$ cat src/rtl/wrblk_pkg.sv
package wrblk_pkg;
  typedef enum logic [2:0] {
    ST_IDLE = 3'd0,
    ST_WAIT = 3'd1,
    ST_ADDR = 3'd2,
    ST_DATA = 3'd3,
    ST_GAP  = 3'd4
  } wrblk_state_t;
endpackage

$ cat src/rtl/wrblk_parity.sv
module wrblk_parity #(
  parameter int DATA_W = 64,
  parameter int LANE_W = 8,
  localparam int LANES = DATA_W / LANE_W
) (
  input  logic [DATA_W-1:0] word,
  output logic [LANES-1:0]  par
);
  // even parity per lane: the lane bits XOR the parity bit give zero
  for (genvar i = 0; i < LANES; i++) begin : g_lane
    assign par[i] = ^word[i*LANE_W +: LANE_W];
  end
endmodule

$ cat src/rtl/wrblk_gap_timer.sv
module wrblk_gap_timer #(
  parameter int PACE_W = 2
) (
  input  logic              clk,
  input  logic              rst_n,
  input  logic              start,
  input  logic              tick,
  input  logic [PACE_W-1:0] gap_len,
  output logic              gap_last
);
  logic [PACE_W-1:0] cnt_q;
  logic [PACE_W-1:0] cnt_d;
  logic              cnt_en;

  always_comb begin
    cnt_en = start | tick;
    if (start) begin
      cnt_d = gap_len;
    end else begin
      cnt_d = cnt_q - PACE_W'(1);
    end
  end

  always_ff @(posedge clk or negedge rst_n) begin
    if (!rst_n) begin
      cnt_q <= '0;
    end else if (cnt_en) begin
      cnt_q <= cnt_d;
    end
  end

  assign gap_last = (cnt_q == PACE_W'(1));
endmodule

$ cat src/rtl/wrblk_seq.sv
module wrblk_seq
  import wrblk_pkg::*;
#(
  parameter int BEATS = 4,
  localparam int IDX_W = (BEATS > 1) ? $clog2(BEATS) : 1
) (
  input  logic             clk,
  input  logic             rst_n,
  input  logic             req_fire,
  input  logic             wr_rdy_n,
  input  logic             is_block,
  input  logic             pace_zero,
  input  logic             gap_last,
  output wrblk_state_t     state_q,
  output wrblk_state_t     state_d,
  output logic [IDX_W-1:0] beat_d,
  output logic             gap_start,
  output logic             gap_tick
);
  localparam logic [IDX_W-1:0] LAST_BEAT = IDX_W'(BEATS - 1);

  logic [IDX_W-1:0] beat_q;

  always_comb begin
    state_d   = state_q;
    beat_d    = beat_q;
    gap_start = 1'b0;
    gap_tick  = 1'b0;
    unique case (state_q)
      ST_IDLE: begin
        if (req_fire) begin
          state_d = ST_WAIT;
          beat_d  = '0;
        end
      end
      ST_WAIT: begin
        if (!wr_rdy_n) begin
          state_d = ST_ADDR;
        end
      end
      ST_ADDR: begin
        state_d = ST_DATA;
        beat_d  = '0;
      end
      ST_DATA: begin
        if (!is_block || (beat_q == LAST_BEAT)) begin
          state_d = ST_IDLE;
        end else if (pace_zero) begin
          beat_d = beat_q + IDX_W'(1);
        end else begin
          state_d   = ST_GAP;
          gap_start = 1'b1;
        end
      end
      ST_GAP: begin
        gap_tick = 1'b1;
        if (gap_last) begin
          state_d = ST_DATA;
          beat_d  = beat_q + IDX_W'(1);
        end
      end
      default: begin
        state_d = ST_IDLE;
      end
    endcase
  end

  always_ff @(posedge clk or negedge rst_n) begin
    if (!rst_n) begin
      state_q <= ST_IDLE;
      beat_q  <= '0;
    end else begin
      state_q <= state_d;
      beat_q  <= beat_d;
    end
  end
endmodule

$ cat src/rtl/wrblk_issuer.sv
module wrblk_issuer
  import wrblk_pkg::*;
#(
  parameter int DATA_W = 64,
  parameter int LANE_W = 8,
  parameter int CMD_W  = 8,
  parameter int BEATS  = 4,
  parameter int PACE_W = 2,
  localparam int LANES = DATA_W / LANE_W,
  localparam int IDX_W = (BEATS > 1) ? $clog2(BEATS) : 1
) (
  input  logic                    clk,
  input  logic                    rst_n,
  input  logic                    req_valid,
  output logic                    req_ready,
  input  logic [DATA_W-1:0]       req_addr,
  input  logic [CMD_W-1:0]        req_cmd,
  input  logic                    req_block,
  input  logic [BEATS*DATA_W-1:0] req_data,
  input  logic [PACE_W-1:0]       pace_code,
  input  logic                    wr_rdy_n,
  output logic [DATA_W-1:0]       bus_ad,
  output logic [LANES-1:0]        bus_par,
  output logic [CMD_W:0]          bus_cmd,
  output logic                    valid_out_n
);
  wrblk_state_t state_q;
  wrblk_state_t state_d;
  logic [IDX_W-1:0] beat_d;
  logic gap_start;
  logic gap_tick;
  logic gap_last;
  logic req_fire;

  // captured request
  logic [DATA_W-1:0] addr_q;
  logic [CMD_W-1:0]  cmd_q;
  logic              blk_q;
  logic [PACE_W-1:0] pace_q;
  logic [DATA_W-1:0] data_q [BEATS];

  // output path
  logic              drive_addr;
  logic              drive_data;
  logic              out_en;
  logic [DATA_W-1:0] bus_d;
  logic [LANES-1:0]  par_d;
  logic [CMD_W:0]    cmd_d;
  logic [DATA_W-1:0] bus_q;
  logic [LANES-1:0]  par_q;
  logic [CMD_W:0]    cmd_q_out;
  logic              valid_n_q;

  assign req_ready = (state_q == ST_IDLE);
  assign req_fire  = req_valid & req_ready;

  always_ff @(posedge clk or negedge rst_n) begin
    if (!rst_n) begin
      addr_q <= '0;
      cmd_q  <= '0;
      blk_q  <= 1'b0;
      pace_q <= '0;
    end else if (req_fire) begin
      addr_q <= req_addr;
      cmd_q  <= req_cmd;
      blk_q  <= req_block;
      pace_q <= pace_code;
    end
  end

  for (genvar k = 0; k < BEATS; k++) begin : g_word
    always_ff @(posedge clk or negedge rst_n) begin
      if (!rst_n) begin
        data_q[k] <= '0;
      end else if (req_fire) begin
        data_q[k] <= req_data[k*DATA_W +: DATA_W];
      end
    end
  end

  wrblk_seq #(.BEATS(BEATS)) u_seq (
    .clk       (clk),
    .rst_n     (rst_n),
    .req_fire  (req_fire),
    .wr_rdy_n  (wr_rdy_n),
    .is_block  (blk_q),
    .pace_zero (pace_q == '0),
    .gap_last  (gap_last),
    .state_q   (state_q),
    .state_d   (state_d),
    .beat_d    (beat_d),
    .gap_start (gap_start),
    .gap_tick  (gap_tick)
  );

  wrblk_gap_timer #(.PACE_W(PACE_W)) u_gap (
    .clk      (clk),
    .rst_n    (rst_n),
    .start    (gap_start),
    .tick     (gap_tick),
    .gap_len  (pace_q),
    .gap_last (gap_last)
  );

  always_comb begin
    drive_addr = (state_d == ST_ADDR);
    drive_data = (state_d == ST_DATA);
    out_en     = drive_addr | drive_data;
    bus_d      = drive_addr ? addr_q : data_q[beat_d];
    cmd_d      = {drive_data, cmd_q};
  end

  wrblk_parity #(.DATA_W(DATA_W), .LANE_W(LANE_W)) u_par (
    .word (bus_d),
    .par  (par_d)
  );

  always_ff @(posedge clk or negedge rst_n) begin
    if (!rst_n) begin
      valid_n_q <= 1'b1;
    end else begin
      valid_n_q <= ~out_en;
    end
  end

  // bus lines only load in driven cycles and hold through gaps
  always_ff @(posedge clk or negedge rst_n) begin
    if (!rst_n) begin
      bus_q     <= '0;
      par_q     <= '0;
      cmd_q_out <= '0;
    end else if (out_en) begin
      bus_q     <= bus_d;
      par_q     <= par_d;
      cmd_q_out <= cmd_d;
    end
  end

  assign bus_ad      = bus_q;
  assign bus_par     = par_q;
  assign bus_cmd     = cmd_q_out;
  assign valid_out_n = valid_n_q;
endmodule

$ cat config.mk
export PLATFORM = sky130hd
export DESIGN_NAME = wrblk_issuer
export DESIGN_NICKNAME = d
export VERILOG_FILES = /design/src/rtl/wrblk_pkg.sv /design/src/rtl/wrblk_parity.sv /design/src/rtl/wrblk_gap_timer.sv /design/src/rtl/wrblk_seq.sv /design/src/rtl/wrblk_issuer.sv
export SDC_FILE = /design/constraint.sdc
export NUM_CORES = 1
export LEC_CHECK = 0
export BUFFER_PORTS_ARGS = -buffer_cell sky130_fd_sc_hd__buf_2
export CORE_UTILIZATION = 49
export DETAILED_ROUTE_END_ITERATION = 7
export PLACE_DENSITY = 0.81
export SLEW_MARGIN = 20
export SYNTH_ARGS = -nofsm -noshare
export SYNTH_HDL_FRONTEND = slang
export SYNTH_SLANG_ARGS = --single-unit
$ cat constraint.sdc
create_clock -name clk -period 2.9 [get_ports clk]
set_input_delay 0.435 -clock clk [delete_from_list [all_inputs] [get_ports clk]]
set_output_delay 0.435 -clock clk [all_outputs]
set_load 0.02 [all_outputs]
* Word-level counts from Yosys, hierarchy flattened
Cells that the tools add are included.
** Cells by class
- Add/sub/neg operators :: 2
- Divide/modulo/power cells :: 0
- Shift operators :: 0
- Muxes and demuxes :: 20
- Equality and inequality tests :: 8
- Reductions and logical operators :: 12
- $lt $le $gt $ge :: 1
- Multiply operators :: 0
- Bitwise operators :: 5
** Operator list (number)
- $mux W64 :: 3
- $bmux W64 S2 :: 1
- $reduce_xor A8 Y1 :: 8
- $mux W3 :: 5
- $pmux W3 S5 :: 1
- $eq A3 B2 Y1 const B :: 4
- $mux W2 :: 5
- $pmux W2 S4 :: 1
- $mux W1 :: 4
- $eq A3 B1 Y1 const B :: 1
- $eq A3 B3 Y1 const B :: 1
- $ge A3 B3 Y1 const B :: 1
- $logic_not A3 Y1 :: 1
- $not A2 Y3 :: 1
- $add A2 B1 Y2 const B :: 1
- $eq A2 B1 Y1 const B :: 1
- $eq A2 B2 Y1 const B :: 1
- $logic_not A2 Y1 :: 1
- $or A1 B1 Y1 :: 2
- $sub A2 B1 Y2 const B :: 1
- $and A1 B1 Y1 :: 1
- $logic_not A1 Y1 :: 1
- $logic_or A1 B1 Y1 :: 1
- $not A1 Y1 :: 1
** Word-level totals
- Bits of input ports :: 335
- Flip-flop bits (word level) :: 420
- Word-level logic and storage cells :: 63
- Memory bits (writable) :: 0
- Memories kept :: 0
- Output and inout bits :: 83
- Bits in read-only memories :: 0
- Latch bits :: 0

* Depth between registers and ports, before layout
- Depth after elaboration :: 10
- Depth in mapped cells :: 17
- Depth with buffers taken out :: 12

* Cells and area by module
From an unflattened synthesis, not the netlist that was laid out.
** Second synthesis, totals
- Cell total of the unflattened synthesis :: 1218
- Area total of the unflattened synthesis :: 19078.3 um2
** By module, submodules not included
- wrblk_issuer :: instances 1, area an instance 18137.4 um2, seq. area each 10336.2 um2, cells each 1118
- wrblk_parity :: instances 1, area an instance 490.5 um2, seq. area each 0.0 um2, cells each 56
- wrblk_seq :: instances 1, area an instance 347.8 um2, seq. area each 125.1 um2, cells each 34
- wrblk_gap_timer :: instances 1, area an instance 102.6 um2, seq. area each 50.0 um2, cells each 10

* Worst setup path before layout
No wires, ideal clock.
- Path type :: reg2reg
- From :: register u_seq.beat_q[0]
- To :: register par_q[0] (netlist: bus_par[0])
- Arrival :: 3015 ps
- Data required time :: 2769 ps
- Clock period less this slack :: 3146 ps
- Library setup time :: 131 ps
- Buffers on the path :: 4
- Path slack :: -246 ps
- Cell stages (with the launch flop) :: 16
- Cells stage by stage :: dfrtp_1 > ha_1 > nand3b_1 > o32ai_2 > o22a_1 > buf_2 > clkinv_2 > buf_6 > buf_12 > buf_12 > mux2i_1 > a211oi_1 > xnor2_1 > xnor2_1 > xnor2_1 > o21ai_1
** Between the ends
- Cells in the longest elaborated chain, start to end :: 10
** Ends and longest elaborated chain
- start: declaration :: RTL line wrblk_seq.sv:22 : logic [IDX_W-1:0] beat_q;
- start signal: assignment :: RTL line wrblk_seq.sv:74 : beat_q <= beat_d;
- $add A2 B1 Y2 / $eq A2 B2 Y1 (equally long branches) :: RTL line wrblk_seq.sv:49, wrblk_seq.sv:59, wrblk_seq.sv:46
- $mux W2 / $logic_or A1 B1 Y1 (equally long branches) :: RTL line wrblk_seq.sv:48, wrblk_seq.sv:46
- $mux W2 :: RTL line wrblk_seq.sv:46 : if (!is_block || (beat_q == LAST_BEAT)) begin
- $pmux W2 S4 :: RTL line wrblk_seq.sv:29 : unique case (state_q)
- $not A2 Y3 (implied by the code) :: RTL line wrblk_issuer.sv:109 : bus_d = drive_addr ? addr_q : data_q[beat_d];
- $bmux W64 S2 :: RTL line wrblk_issuer.sv:109
- $mux W64 (implied by the code) (2 in series) :: RTL line wrblk_issuer.sv:109
- $mux W64 :: RTL line wrblk_issuer.sv:109
- $reduce_xor A8 Y1 :: RTL line wrblk_parity.sv:11 : assign par[i] = ^word[i*LANE_W +: LANE_W];
- end signal: assignment :: RTL line wrblk_issuer.sv:134 : par_q <= par_d;
- end: declaration :: RTL line wrblk_issuer.sv:50 : logic [LANES-1:0] par_q;
Parallel ways exist; a longest one is shown, timed or not. The select of a mux whose other input is x is not followed.
A chain may end at the register's enable or synchronous reset.

* Worst setup path in the final report
- From :: register u_seq.beat_q[0]
- To :: register par_q[7] (netlist: bus_par[7])
Same word-level chain as after synthesis.

==> metrics.md <==
| Metric | Value |
|---|---|
| Initial antenna violation count | 33 |
| P&R area growth vs syn | 37.4% |
| Sequential share of the synthesized area | 0.550 |
| Later-pin clock latency in the skew report | 0.59 ns |
| Chip Width | roughly 200 um |
| Clk buf depth | 3 |
| Tmin final | ~3.3 ns |
| Slew Limit Fails | 0 |
| Drt pass-1 iters | 5 |
| CP Launch Type | flop |
| Post-synthesis async set-or-reset flop share | 1.00 |
| Top cell type by total area after synthesis | dfrtp_1 |
| Worst EP required | approximately 3.3 ns |
| DRT iter0 DRCs | between 900 and 1000 |
| GR Util met1 | 0.349 |
| Top-count cell post-synth | dfrtp_1 |
| Worst-margin pin slew | 0.688 ns |
| Worst setup path start | u_seq.beat_q[0] |
| GRT Residual Overflow | 0 |
| Met2 Usage GRT | 0.459 |
| Synth area leaders | dfrtp_1 (55%), mux2_2 (19%), nor2_1 (4.8%) |
| Status | finished with violations |
| Synth top cells by count | dfrtp_1 (419), mux2_2 (331), nor2_1 (247), clkbuf_1 (107), mux2i_1 (61) |
| Global-route wire length before repair | 85000 um |
| CP Max Fanout | 16 |
| Clk pin slew, worst setup/hold paths | 0.07 ns |
| MaxCap Viol Count | 0 |
| Routed wire per std cell | 22.2 um |
| Fin util | 0.691 |
| Total global-route track usage | 0.279 |
| Hold Crit Class | primary input to flop |
| Detailed Place HPWL | about 38000 um |
| Peak VDD IR | 0.654 mV |
| Syn avg cell area | between 10 and 15 um2 |
| FP Rows | 71 |
| I/O pin total | 418 |
| Post-synthesis cell count | roughly 1500 |
| DP Area | 23100 um2 |
| Core ar. | roughly 38000 um2 |
| Dpl ws | -0.469 ns |
| CTS H-Tree Depth | 2 |
| Top_reg_cell synth | dfrtp_1 |
| GR met3 Demand/Resource | 0.0668 |
| Finished Cell Area | around 26000 um2 |
| Final Skew | 0.0302 ns |
| WL final | 58800 um |
| CP Capture Type | flop |
| Grt peak-use layer | met2 |
| Clock tree root buffer cell | clkbuf_16 |
| Initial Utilization | 0.503 |
| Syn Std Cell Area | 19100 um2 |
| # setup viols final | 13 |
| Vias in the first global route | around 15000 |
| Seq cells post-synth | 420 |
| Gpl congestion | 0.952 |
| IO buf count | 417 |
| Unrepaired setup endpoints after global routing | yes |
| Post-route ant nets | 0 |
| Clock Sinks | 420 |
| CTS tree | built |
| Number of CTS-inserted buffers | 44 |
| Worst rel slew slack | 0.541 |
| Hold Startpoint | req_data[181] |
| Reg2reg start | u_seq.beat_q[0] |
| Cell Pwr Density | approximately 1400 nW/um2 |
| Worst setup margin | -0.394 ns |
| Share of cells above drive strength 1 | 0.581 |
| Post-synth net total | 1872 |
| TNS Setup | -2.89 ns |
| Critical path class | flop to flop |
| Final Cycle Share | 1.14 |
| Top cell type's share of synthesized area | 0.548 |
| Synth warnings | 0 |
| EDFF count, synth | 0 |
| Library cells used by synthesis | between 40 and 50 |
| Vias | between 15000 and 20000 |
| Final net count | 2409 |
| Leakage | around 11 nW |
| Max frequency | 304 MHz |
| Largest net degree at the start of global routing | 102 |
| Die H | roughly 200 um |
| DR DRC count | 0 |
| DR vias/cell | about 5.7 |
| Failing checks | negative setup slack |
| Die area | 39800 um2 |
| Worst EP arrival | 3.73 ns |
| Final Hold Fails | 0 |
-- where the power goes --
part	total [mW]	internal (mW)	switching, mW
Clock	5.99	3.61	2.38
Combinational	20.9	10.7	10.2
Sequential	11.0	9.01	1.97
-- layout make-up --
cell class                 instances  area (um2)
clock inverter                    12         174
antenna                           28        70.1
sequential                       420       10500
multi-input combinational        988        9240
clock buffer                      68        1370
tap                              511         639
timing repair buffer             612        4230
timing repair inverter             1        5.00
fill                            2658       11800
inverter                           5        32.5
-- cell usage in the layout (no fill, tap or decap), types with 3 or more instances in the layout --
cell type  netlist  routed
dfrtp_1        419     419
buf_2            5     416
mux2_2         331     331
nor2_1         247     235
buf_4            2     134
o221a_2         60      60
nand2_1         57      56
mux2i_1         61      54
clkbuf_16        0      50
xnor2_1         50      40
buf_12           5      32
a2111oi_2        0      31
a211oi_2         0      29
diode_2          0      28
a211oi_4         0      26
a2111oi_4        0      17
clkbuf_8         0      14
buf_6            2      13
xnor2_2          0      10
o21ai_1          7       9
nor2_2           0       9
clkinv_2         1       8
nand3_1          9       8
clkbuf_1       107       8
a2111oi_1        0       7
buf_8            0       7
mux2i_2          0       6
o211ai_1         5       5
a2111oi_0       60       5
a211oi_1        60       5
buf_16           0       5
o21ai_0          6       4
bufinv_16        0       4
nor3_1           4       3
nand2b_1         3       3
nor2_4           0       3
xor2_1           3       3
-- routing by layer --
metal	routed length, um	vias up
met5	108	-
met4	2170	16
met3	4130	152
met2	29300	599
met1	23100	7714
li1	-	6628
-- cell families (layout without fill, tap and decap cells) --
| logic type | count (synthesis) | after routing | synth area share |
|---|---|---|---|
| adder cells (fa/ha/maj) | 2 | 2 | 0.00131 |
| AND/OR/NAND/NOR | 331 | 331 | 0.0683 |
| AO/OA/AOI/OAI | 208 | 208 | 0.0964 |
| other | 0 | 28 | 0 |
| flip-flops | 420 | 420 | 0.550 |
| buffers and inverters | 127 | 698 | 0.0308 |
| XOR/XNOR | 55 | 55 | 0.0266 |
| multiplexers | 392 | 392 | 0.227 |
-- worst paths after layout --
path,end,slack (ns),depth (start not counted)
worst max-delay path,bus_par[7],-0.39,12
worst min-delay path,data_q[117],0.08,2
worst max register to register,bus_par[7],-0.39,12
worst min register to register,bus_cmd[6],0.47,2
max in group asynchronous,data_q[254],1.51,3
min in group asynchronous,addr_q[50],0.45,2
-- per-stage QoR --
stage	total power [mW]	std cells	hold WS [ns]
finish	37.9	2645	0.0823
global route	39.9	2638	0.0624
CTS	35.9	2600	0.0514
detailed placement	28.4	2496	0.452
global placement	27.6	2496	0.451
floorplan	22.4	1535	0.139
-- what timing repair did --
action,CTS,global route
gates cloned,3,4
pin swaps,36,65
buffers inserted,23,22
hold buffers,1,0
setup endpoints to repair,32,63
endpoints found under the hold margin,68,0
resized for setup,91,127
-- worst max-delay path, stage by stage, from the launching register on --
cell and delay (ns):
dfrtp_1 0.39, ha_2 0.17, nand3b_1 0.23, o31a_2 0.38, o22a_4 0.28, clkinv_8 0.12
buf_12 0.18, mux2i_1 0.16, a211oi_4 0.33, xor2_1 0.20, xnor3_1 0.46, xnor2_1 0.16
a21oi_1 0.08
-- registers in the layout (all words and copies together) (netlist names) --
register / flops
data_q: 256
cmd_q: 8
pace_q: 2
blk_q: 1
bus_cmd: 9
u_seq.state_q: 3
u_seq.beat_q: 2
valid_out_n: 1
bus_par: 8
addr_q: 64
u_gap.cnt_q: 2
bus_ad: 64
Power figures use the tool's default switching activity.
